`src/rtl/oa_pkg.sv`:
```
package oa_pkg;

    localparam int OFFSET_W  = 3;
    localparam int MAX_DELAY = 4;

    typedef enum logic [1:0] {
        ST_IDLE  = 2'd0,
        ST_FIRST = 2'd1,
        ST_RUN   = 2'd2,
        ST_SHIFT = 2'd3
    } aln_state_t;

    // Effective delay: disabled at low rate, saturated at MAX_DELAY
    function automatic logic [OFFSET_W-1:0] clamp_offset(
        input logic [1:0]          rate,
        input logic [OFFSET_W-1:0] raw
    );
        if (rate == 2'd0)
            return '0;
        else if (raw > OFFSET_W'(MAX_DELAY))
            return OFFSET_W'(MAX_DELAY);
        else
            return raw;
    endfunction

endpackage

```
`src/rtl/oa_frame_ctrl.sv`:
```
module oa_frame_ctrl #(
    parameter int BASE_CH = 32,
    parameter int POS_W   = 10
) (
    input  logic             clk,
    input  logic             rst_n,
    input  logic             frame_pulse,
    input  logic [1:0]       rate_sel,
    output logic [POS_W-1:0] out_pos,
    output logic [POS_W-1:0] pos_last
);

    localparam logic [POS_W-1:0] LAST_LO  = POS_W'(BASE_CH * 8 - 1);
    localparam logic [POS_W-1:0] LAST_MID = POS_W'(BASE_CH * 16 - 1);
    localparam logic [POS_W-1:0] LAST_HI  = POS_W'(BASE_CH * 32 - 1);

    logic [1:0]       act_rate_q;
    logic [POS_W-1:0] pos_q;

    always_ff @(posedge clk) begin
        if (!rst_n) begin
            act_rate_q <= 2'd0;
            pos_q      <= '0;
        end else if (frame_pulse) begin
            act_rate_q <= rate_sel;
            pos_q      <= '0;
        end else if (pos_q >= pos_last) begin
            pos_q      <= '0;
        end else begin
            pos_q      <= pos_q + 1'b1;
        end
    end

    always_comb begin
        unique case (act_rate_q)
            2'd0:    pos_last = LAST_LO;
            2'd1:    pos_last = LAST_MID;
            default: pos_last = LAST_HI;
        endcase
    end

    assign out_pos = pos_q;

    // frame start marker restarts the output frame
    a_r2_restart: assert property (@(posedge clk) disable iff (!rst_n)
        frame_pulse |=> (out_pos == '0));

    // output position never leaves the active frame length
    a_r3_bound: assert property (@(posedge clk) disable iff (!rst_n)
        out_pos <= pos_last);

endmodule

```
`src/rtl/oa_stream_aligner.sv`:
```
module oa_stream_aligner
    import oa_pkg::*;
#(
    parameter int POS_W = 10
) (
    input  logic                clk,
    input  logic                rst_n,
    input  logic                frame_pulse,
    input  logic [1:0]          rate_sel,
    input  logic [OFFSET_W-1:0] offset_raw,
    input  logic [POS_W-1:0]    pos_last,
    output logic [POS_W-1:0]    in_pos,
    output logic                sample_en
);

    aln_state_t          state_q, state_d;
    logic [OFFSET_W-1:0] left_q, left_d;
    logic [POS_W-1:0]    pos_q, pos_d;
    logic [OFFSET_W-1:0] eff_d;
    logic [POS_W-1:0]    pos_inc;

    assign eff_d   = clamp_offset(rate_sel, offset_raw);
    assign pos_inc = (pos_q >= pos_last) ? '0 : pos_q + 1'b1;

    // State register
    always_ff @(posedge clk) begin
        if (!rst_n) begin
            state_q <= ST_IDLE;
            left_q  <= '0;
            pos_q   <= '0;
        end else begin
            state_q <= state_d;
            left_q  <= left_d;
            pos_q   <= pos_d;
        end
    end

    // Next-state logic
    always_comb begin
        state_d = state_q;
        left_d  = left_q;
        pos_d   = pos_q;
        unique case (state_q)
            ST_IDLE, ST_FIRST: begin
                if (frame_pulse) begin
                    if (eff_d == '0) begin
                        state_d = ST_RUN;
                        pos_d   = '0;
                    end else begin
                        state_d = ST_FIRST;
                        left_d  = OFFSET_W'(eff_d - 1'b1);
                    end
                end else if (state_q == ST_FIRST) begin
                    if (left_q == '0) begin
                        state_d = ST_RUN;
                        pos_d   = '0;
                    end else begin
                        left_d  = OFFSET_W'(left_q - 1'b1);
                    end
                end
            end
            ST_RUN: begin
                pos_d = pos_inc;
                if (frame_pulse) begin
                    if (eff_d == '0) begin
                        pos_d   = '0;
                    end else begin
                        state_d = ST_SHIFT;
                        left_d  = OFFSET_W'(eff_d - 1'b1);
                    end
                end
            end
            ST_SHIFT: begin
                pos_d = pos_inc;
                if (frame_pulse) begin
                    if (eff_d == '0) begin
                        state_d = ST_RUN;
                        pos_d   = '0;
                    end else begin
                        left_d  = OFFSET_W'(eff_d - 1'b1);
                    end
                end else if (left_q == '0) begin
                    state_d = ST_RUN;
                    pos_d   = '0;
                end else begin
                    left_d  = OFFSET_W'(left_q - 1'b1);
                end
            end
        endcase
    end

    // Outputs
    always_comb begin
        sample_en = (state_q == ST_RUN) || (state_q == ST_SHIFT);
        in_pos    = pos_q;
    end

    // a zero effective offset restarts the virtual frame with the pulse
    a_r5_zero_restart: assert property (@(posedge clk) disable iff (!rst_n)
        (frame_pulse && eff_d == '0) |=> (in_pos == '0 && sample_en));

    // once sampling, a stream keeps sampling
    a_r9_sticky: assert property (@(posedge clk) disable iff (!rst_n)
        sample_en |=> sample_en);

endmodule

```
`src/rtl/frame_offset_aligner.sv`:
```
module frame_offset_aligner
    import oa_pkg::*;
#(
    parameter  int NUM_STREAMS = 4,
    parameter  int BASE_CH     = 32,
    localparam int POS_W       = $clog2(BASE_CH * 32),
    localparam int CH_W        = POS_W - 3
) (
    input  logic                            clk,
    input  logic                            rst_n,
    input  logic                            frame_pulse,
    input  logic [1:0]                      rate_sel,
    input  logic [OFFSET_W*NUM_STREAMS-1:0] offset_cfg,
    output logic [2:0]                      out_bit,
    output logic [CH_W-1:0]                 out_ch,
    output logic [3*NUM_STREAMS-1:0]        in_bit,
    output logic [CH_W*NUM_STREAMS-1:0]     in_ch,
    output logic [NUM_STREAMS-1:0]          sample_en
);

    logic [POS_W-1:0] out_pos;
    logic [POS_W-1:0] pos_last;

    oa_frame_ctrl #(
        .BASE_CH (BASE_CH),
        .POS_W   (POS_W)
    ) u_frame (
        .clk         (clk),
        .rst_n       (rst_n),
        .frame_pulse (frame_pulse),
        .rate_sel    (rate_sel),
        .out_pos     (out_pos),
        .pos_last    (pos_last)
    );

    assign out_bit = out_pos[2:0];
    assign out_ch  = out_pos[POS_W-1:3];

    for (genvar s = 0; s < NUM_STREAMS; s++) begin : g_stream
        logic [POS_W-1:0] s_pos;

        oa_stream_aligner #(
            .POS_W (POS_W)
        ) u_aln (
            .clk         (clk),
            .rst_n       (rst_n),
            .frame_pulse (frame_pulse),
            .rate_sel    (rate_sel),
            .offset_raw  (offset_cfg[s*OFFSET_W +: OFFSET_W]),
            .pos_last    (pos_last),
            .in_pos      (s_pos),
            .sample_en   (sample_en[s])
        );

        assign in_bit[s*3 +: 3]       = s_pos[2:0];
        assign in_ch[s*CH_W +: CH_W]  = s_pos[POS_W-1:3];

        // at low rate the virtual frame coincides with the output frame
        a_r7_low_rate: assert property (@(posedge clk) disable iff (!rst_n)
            (frame_pulse && rate_sel == 2'd0) |=> (s_pos == out_pos));
    end

endmodule

```
`config.mk`:
```
export PLATFORM = sky130hd
export DESIGN_NAME = frame_offset_aligner
export DESIGN_NICKNAME = d
export VERILOG_FILES = /design/src/rtl/oa_pkg.sv /design/src/rtl/oa_frame_ctrl.sv /design/src/rtl/oa_stream_aligner.sv /design/src/rtl/frame_offset_aligner.sv
export SDC_FILE = /design/constraint.sdc
export NUM_CORES = 1
export LEC_CHECK = 0
export ABC_AREA = 1
export BUFFER_PORTS_ARGS = -buffer_cell sky130_fd_sc_hd__buf_2
export CORE_AREA = 2 2 96 98
export DETAILED_ROUTE_END_ITERATION = 8
export DIE_AREA = 0 0 98 100
export PLACE_DENSITY = 0.77
export SYNTH_ARGS = -nofsm -noshare
export SYNTH_HDL_FRONTEND = slang
export SYNTH_SLANG_ARGS = --single-unit
```
`constraint.sdc`:
```
create_clock -name clk -period 3.2 [get_ports clk]
set_input_delay 0.32 -clock clk [delete_from_list [all_inputs] [get_ports clk]]
set_output_delay 0.32 -clock clk [all_outputs]
set_load 0.05 [all_outputs]
```
==> impl_results.md, run 1 <==
* Critical Path Start Type: input pin
* Worst-path fanout max at 14
* Clk slew on worst S/H paths at 0.08 ns
* PwrDens at 452.9 nW/µm²
* Share of cells above drive strength 1 at 16.83%
* Die outline width at 98 µm
* Clock skew at 0.01084 ns
* Die Y at 100 µm
* Top_reg_cell synth: dfxtp_1
* DPL Wire Length at 7.076 mm
* Clock Tree Buf Depth at 2
* Root buffer selected by CTS: clkbuf_8
* Most common cell in the synthesized netlist: nand2_1
* Slew Limit Fails at 0
* Routability cong. at 0.8483
* Clock sinks at 72
* Sequential-to-total area share from yosys stat at 33.63%
* CP max stage cell: or2_2
* Worst-path cell chain: buf_2 -> inv_1 -> nand2_1 -> nand3_1 -> ha_1 -> ha_1 -> inv_2 -> nand3_2 -> nand3_2 -> or2_2 -> o21ai_0 -> nor2_1
* WP data required at 3.43 ns
* Reg area at 1441 µm²
* Finish-stage setup viols at 0
* H-tree depth at 3
* Top cells by count, synth: nand2_1, nor2_1, dfxtp_1, inv_1, nand3_1
* Total congestion overflow at 0
* Final Critical Period at 2.094 ns
* Flops & latches, synth at 72
* First-pass GRT wire length at 16.33 mm
* # resized after CTS at 0
* Post-CTS setup buffers at 0
* 1st-iter DRT viols at 144
* Hold Crit Class: input pin to flip-flop
* Post-synthesis cell count at 633
* Area fraction of the dominant cell type after synthesis at 33.63%
* Peak VDD IR at 0.0001987 V
* Synthesized area per cell at 6.772 µm²
* CP top delay family: simple AND/OR/NAND/NOR gates
* Max-cap violation count at 0
* Num CTS Buffers at 9
* Clock latency on the worst-skew pair at 0.35 ns
* Yosys Warn Count at 0
* Largest net degree at the start of global routing at 27
* Pre-CTS setup slack at 0.7813 ns
* CTS tree: yes
* IO buf count at 70
* Max_slew headroom at 47.24%
* Final net count at 744
* Largest area contributor in the netlist: dfxtp_1
* GRT Total Usage at 20.04%
* Yosys cell types at 38
* # IOs at 71
* DRT antenna net count at 0
* Outcome: completed
* Post-Syn Area at 4287 µm²
* DR pass1 iterations at 5
* TNS Setup at 0 ns
* FMAX at 477.5 MHz
* Post-synthesis compound-gate area fraction at 11.59%
* Mapped Nets at 681
* Largest family of logic cells by synthesized area: simple AND/OR/NAND/NOR gates
* Tcrit/Tclk final at 65.45%
* Synth Area in Simple Gates at 33.65%
* Vias in the first global route at 3850
* Worst Path Buf+Inv at 3
* WP data arrival at 2.33 ns
* Area Growth Syn to Fin at 13.81%
* Initial antenna violation count at 1
* Worst-margin pin slew at 0.7905 ns
* EDFF count, synth at 0
* Adder-cell share of the synthesized area at 9.048%
* Area of the core at 8890 µm²
* XOR/XNOR Fraction of Synth Area at 2.860%
* Routed wire per std cell at 11.72 µm
* Filler cells at 869
* Num rows at 35
* RSZ-0062 raised after global routing: false
* Mux contribution to synthesized area at 0%
* DRC viols at 0
* CP endpoint kind: flip-flop
* Leak Pwr at 2.284 nW
* Asr flop ratio synth at 0%
* Multi-input combinational cell area at 2450 µm²
* Setup CP Type: input pin to flip-flop
* Hold_buf cts at 0
* Initial core utilization at 48.22%
* Vias at 4107
* Largest cells by area after synthesis: dfxtp_1, nand2_1, ha_1
* Final Worst Setup Slack at 1.106 ns
* Die ar. at 9800 µm²
* Avg Vias per Cell at 5.052
* Final WL at 9.525 mm
* Slowest stage delay, CP at 0.35 ns
* Final Hold Fails at 0
## worst reg2reg max path: stages (launching register included)
cell     delay (ns)
dfxtp_1        0.35
nor2_1         0.49
ha_1           0.35
nand4_1        0.07
nor3_1         0.05
nand2_1        0.05
nand4_1        0.32
nor2_1         0.20
## area by class of cell
type                    count  area share (%)
inverters                  77           5.976
clock buffers              10           2.821
diodes                      1         0.05130
flip-flops and latches     72           29.55
well taps                 111           2.847
clock inverters             6           1.359
repair buffers             70           7.181
multi-input cells         466           50.22
## where the power goes
part | switching [mW] | internal (mW)
clock | 0.361 | 0.382
sequential | 0.0360 | 0.940
combinational | 0.339 | 0.151
## cell usage in the layout (no fill, tap or decap), types with 2 or more instances in the layout
cell type | synthesis | final
a21o_1 | 3 | 3
a21oi_1 | 38 | 38
a21oi_2 | 2 | 2
buf_2 | 2 | 70
clkbuf_8 | 0 | 10
clkinvlp_4 | 0 | 3
dfxtp_1 | 72 | 72
ha_1 | 31 | 31
inv_1 | 72 | 72
inv_2 | 4 | 4
nand2_1 | 144 | 144
nand2_2 | 9 | 9
nand3_1 | 49 | 49
nand3_2 | 3 | 3
nand4_1 | 11 | 11
nor2_1 | 93 | 93
nor2_2 | 3 | 3
nor2_4 | 2 | 2
nor3_1 | 8 | 8
nor3b_1 | 2 | 2
o21ai_0 | 28 | 28
o21ai_1 | 9 | 9
o21ai_2 | 2 | 2
o21bai_1 | 3 | 3
or2_0 | 2 | 2
or2_2 | 3 | 3
xnor2_1 | 5 | 5
xor2_1 | 9 | 9
## flip-flops by register name, indices dropped and copies added, names as in the netlist
name / cells
g_stream.u_aln.left_q: 12
g_stream.u_aln.state_q: 8
u_frame.out_pos: 10
u_frame.act_rate_q: 2
g_stream.u_aln.in_pos: 40
## kinds of logic (layout without fill, tap and decap cells)
family / Yosys count / in the layout
AO/OA/AOI/OAI: 89 / 89
XOR/XNOR: 14 / 14
adder cells (fa/ha/maj): 31 / 31
buffers and inverters: 95 / 163
flip-flops: 72 / 72
other: 0 / 1
AND/OR/NAND/NOR: 332 / 332
## per-stage QoR
| step | area [µm²] | util [%] | std cells | hold WS (ns) | total power, mW |
|---|---|---|---|---|---|
| after CTS | 4876 | 54.85 | 812 | 0.2065 | 2.230 |
| after global placement | 4672 | 52.55 | 796 | 0.4458 | 1.468 |
| after floorplan | 4287 | - | 633 | 0.4392 | 1.391 |
| after global routing | 4876 | 54.85 | 812 | 0.2576 | 2.336 |
| final | 4878 | 54.88 | 813 | 0.2272 | 2.209 |
| after detailed placement | 4672 | 52.55 | 796 | 0.4569 | 1.484 |
## worst paths after layout
kind,from,slack (ns),end,depth (start not counted)
worst max-delay path,rate_sel[1],1.11,g_stream[0].u_aln.in_pos[1],12
worst min-delay path,rate_sel[0],0.23,u_frame.act_rate_q[0],3
worst max register to register,u_frame.act_rate_q[1],1.25,u_frame.out_pos[7],7
worst min register to register,g_stream[2].u_aln.left_q[2],0.47,g_stream[2].u_aln.left_q[2],2
## routing by layer
layer	track usage (%)	vias up	share of wire, %
li1	-	2165	-
met1	23.69	1860	46
met2	34.56	71	47
met3	4.387	11	5.1
met4	9.829	0	1.6
met5	0	-	0
(Power assumes the default switching activity.)
==> run 2, diff against run 1 <==
ABC_AREA = 0   (was 1)
PLACE_DENSITY = 0.8   (was 0.77)
clock period = 1.9 ns   (was 3.2 ns; I/O delays follow)
==> run 2 against run 1 <==
- synthesized cell count down 19%
- sequential share of layout area decreased by 2.0 points
- sequential power rose by 67%
- highest routed layer unchanged
- routed wire length is 6.5% higher
- worst setup slack worse by 1.0 ns
- largest cell class unchanged
- clock power grew 88%
==> impl_results.md, run 2 <==
* Area of the core at 8890 µm²
* Post-synthesis cell count at 510
* Area fraction of the dominant cell type after synthesis at 33.74%
* Share of cells above drive strength 1 at 27.75%
* Hold_buf cts at 0
* Peak VDD IR at 0.0004278 V
* Clock skew at 0.01005 ns
* Slew Limit Fails at 0
* Num rows at 35
* # IOs at 71
* DPL Wire Length at 7.637 mm
* Pre-CTS setup slack at -0.2233 ns
* First-pass GRT wire length at 17.04 mm
* Clk pwr share at 36.9%
* Max-cap violation count at 0
* 1st-iter DRT viols at 154
* Area Growth Syn to Fin at 24.17%
* EDFF count, synth at 0
* Finish-stage setup viols at 0
* Final net count at 652
* Final Hold Fails at 0
* Clock sinks at 72
* Largest area contributor in the netlist: dfxtp_1
* IO buf count at 70
* Final core occ at 59.66%
* RSZ-0062 raised after global routing: false
* Most common cell in the synthesized netlist: dfxtp_1
* TNS Setup at 0 ns
* FMAX at 556.2 MHz
* Top_reg_cell synth: dfxtp_1
* Vias in the first global route at 3861
* N_diodes at 0
* Cell Count, Final, Fillers Out at 720
* Num CTS Buffers at 9
* Root buffer selected by CTS: clkbuf_8
* Initial core utilization at 48.05%
* GRT Total Usage at 21.00%
* Clock latency on the worst-skew pair at 0.36 ns
* Top cells by count, synth: dfxtp_1, nand2_1, nor2_1
* Max reg flops at 40
* Placed insts at 704
* Total congestion overflow at 0
* Final WL at 10.14 mm
* Setup CP Type: flip-flop to flip-flop
* Most frequent cells in the layout: buf_2, dfxtp_1, nand2_1, buf_4, nor2_1
* Initial antenna violation count at 0
* Yosys Warn Count at 0
* Die Y at 100 µm
* Combinational Power Share at 20.2%
* Routability cong. at 0.8494
* Synthesized area per cell at 8.376 µm²
* Largest net degree at the start of global routing at 34
* Vias at 4112
* Final Worst Setup Slack at 0.1019 ns
* DRT antenna net count at 0
* PwrDens at 716.4 nW/µm²
* Tcrit/Tclk final at 94.63%
* CP endpoint kind: flip-flop
* Tot Pwr at 3.800 mW
* Avg Vias per Cell at 5.711
* DR pass1 iterations at 5
* Mapped Nets at 558
* Filler cells at 785
* Slowest stage delay, CP at 0.33 ns
* Worst-margin pin slew at 0.4746 ns
* Routed wire per std cell at 14.09 µm
* Flops & latches, synth at 72
* Clk slew on worst S/H paths at 0.08 ns
* Asr flop ratio synth at 0%
* Sequential-to-total area share from yosys stat at 33.74%
* DRC viols at 0
* Die outline width at 98 µm
* WP data required at 2.18 ns
* Critical Path Start Type: flip-flop
* CP max stage cell: dfxtp_1
* Max_slew headroom at 68.28%
* Yosys cell types at 69
* Commonest non-fill, non-tap cell in the layout: buf_2
* WP data arrival at 2.07 ns
* Die ar. at 9800 µm²
* CTS tree: yes
* Final Critical Period at 1.798 ns
* Outcome: completed
* Worst-path fanout max at 6
* Fraction of power spent switching nets at 28.84%
* Post-Syn Area at 4272 µm²
* Largest cells by area after synthesis: dfxtp_1, ha_1, nand2_1
* Internal power at 2.704 mW
* Clock Tree Buf Depth at 2
* Leak Pwr at 2.228 nW
* Seq pwr share at 42.9%
* Hold Crit Class: input pin to flip-flop
* Worst-path cell chain: inv_1 -> ha_1 -> ha_2 -> nand3b_4 -> a211o_1 -> or3_1 -> a211oi_1
* Switching power at 1.096 mW
* H-tree depth at 3
## run 2: final cells by class
class | count | area [µm²] | share of cell area (%)
Tap cell | 111 | 138.9 | 2.619
Multi-Input combinational cell | 380 | 2703 | 50.96
Sequential cell | 72 | 1460 | 27.53
Clock buffer | 11 | 151.4 | 2.854
Clock inverter | 5 | 78.83 | 1.486
Timing Repair Buffer | 108 | 648.1 | 12.22
Inverter | 33 | 123.9 | 2.335
## run 2: through the flow
step                      hold WS (ns)  area (µm²)
after floorplan                 0.3372        4390
after global placement          0.4353        5041
after detailed placement        0.4434        5041
after CTS                       0.2016        5285
after global routing            0.2239        5304
final                           0.2118        5304
## run 2: path summary, 6_finish.rpt
path | startpoint | end | slack [ns] | depth (start not counted)
max reg2reg | g_stream[2].u_aln.left_q[1] | g_stream[2].u_aln.in_pos[9] | 0.10 | 7
min | offset_cfg[9] | g_stream[3].u_aln.left_q[0] | 0.21 | 4
max | g_stream[2].u_aln.left_q[1] | g_stream[2].u_aln.in_pos[9] | 0.10 | 7
min reg2reg | g_stream[3].u_aln.in_pos[9] | g_stream[3].u_aln.in_pos[9] | 0.46 | 1
## run 2: critical path, delay by kind of cell, from the launching register on
kind	cells	cell delay [ns]
compound gates	2	0.52
fa+ha+maj	2	0.38
buf+inv	1	0.08
flops	1	0.33
simple gates	2	0.42
## run 2: power by group through the flow
stage / clock (mW) / combinational, mW / sequential [mW]
after floorplan: 0 / 0.496 / 1.71
after global placement: 0 / 0.728 / 1.66
after detailed placement: 0 / 0.757 / 1.66
after CTS: 1.43 / 0.761 / 1.63
after global routing: 1.49 / 0.851 / 1.64
final: 1.40 / 0.767 / 1.63
## run 2: metal layers
metal	wire, µm	global-route usage (%)
met1	4240	23.61
met2	5084	38.94
met3	580	4.457
met4	238	7.906
met5	0	0
## run 2: timing repair
item / 4_1_cts / 5_1_grt
cloned: 0 / 0
setup endpoints to repair: 13 / 26
resized for setup: 2 / 9
pin swaps: 0 / 2
buffers inserted: 0 / 0
## run 2: logic make-up after synthesis
| family | Yosys count | share of synthesized area [%] |
|---|---|---|
| fa+ha+maj | 31 | 9.080 |
| xor+xnor | 24 | 4.921 |
| mux | 6 | 1.406 |
| flops | 72 | 33.74 |
| buf+inv | 58 | 5.712 |
| simple gates | 205 | 26.36 |
| compound gates | 114 | 18.78 |
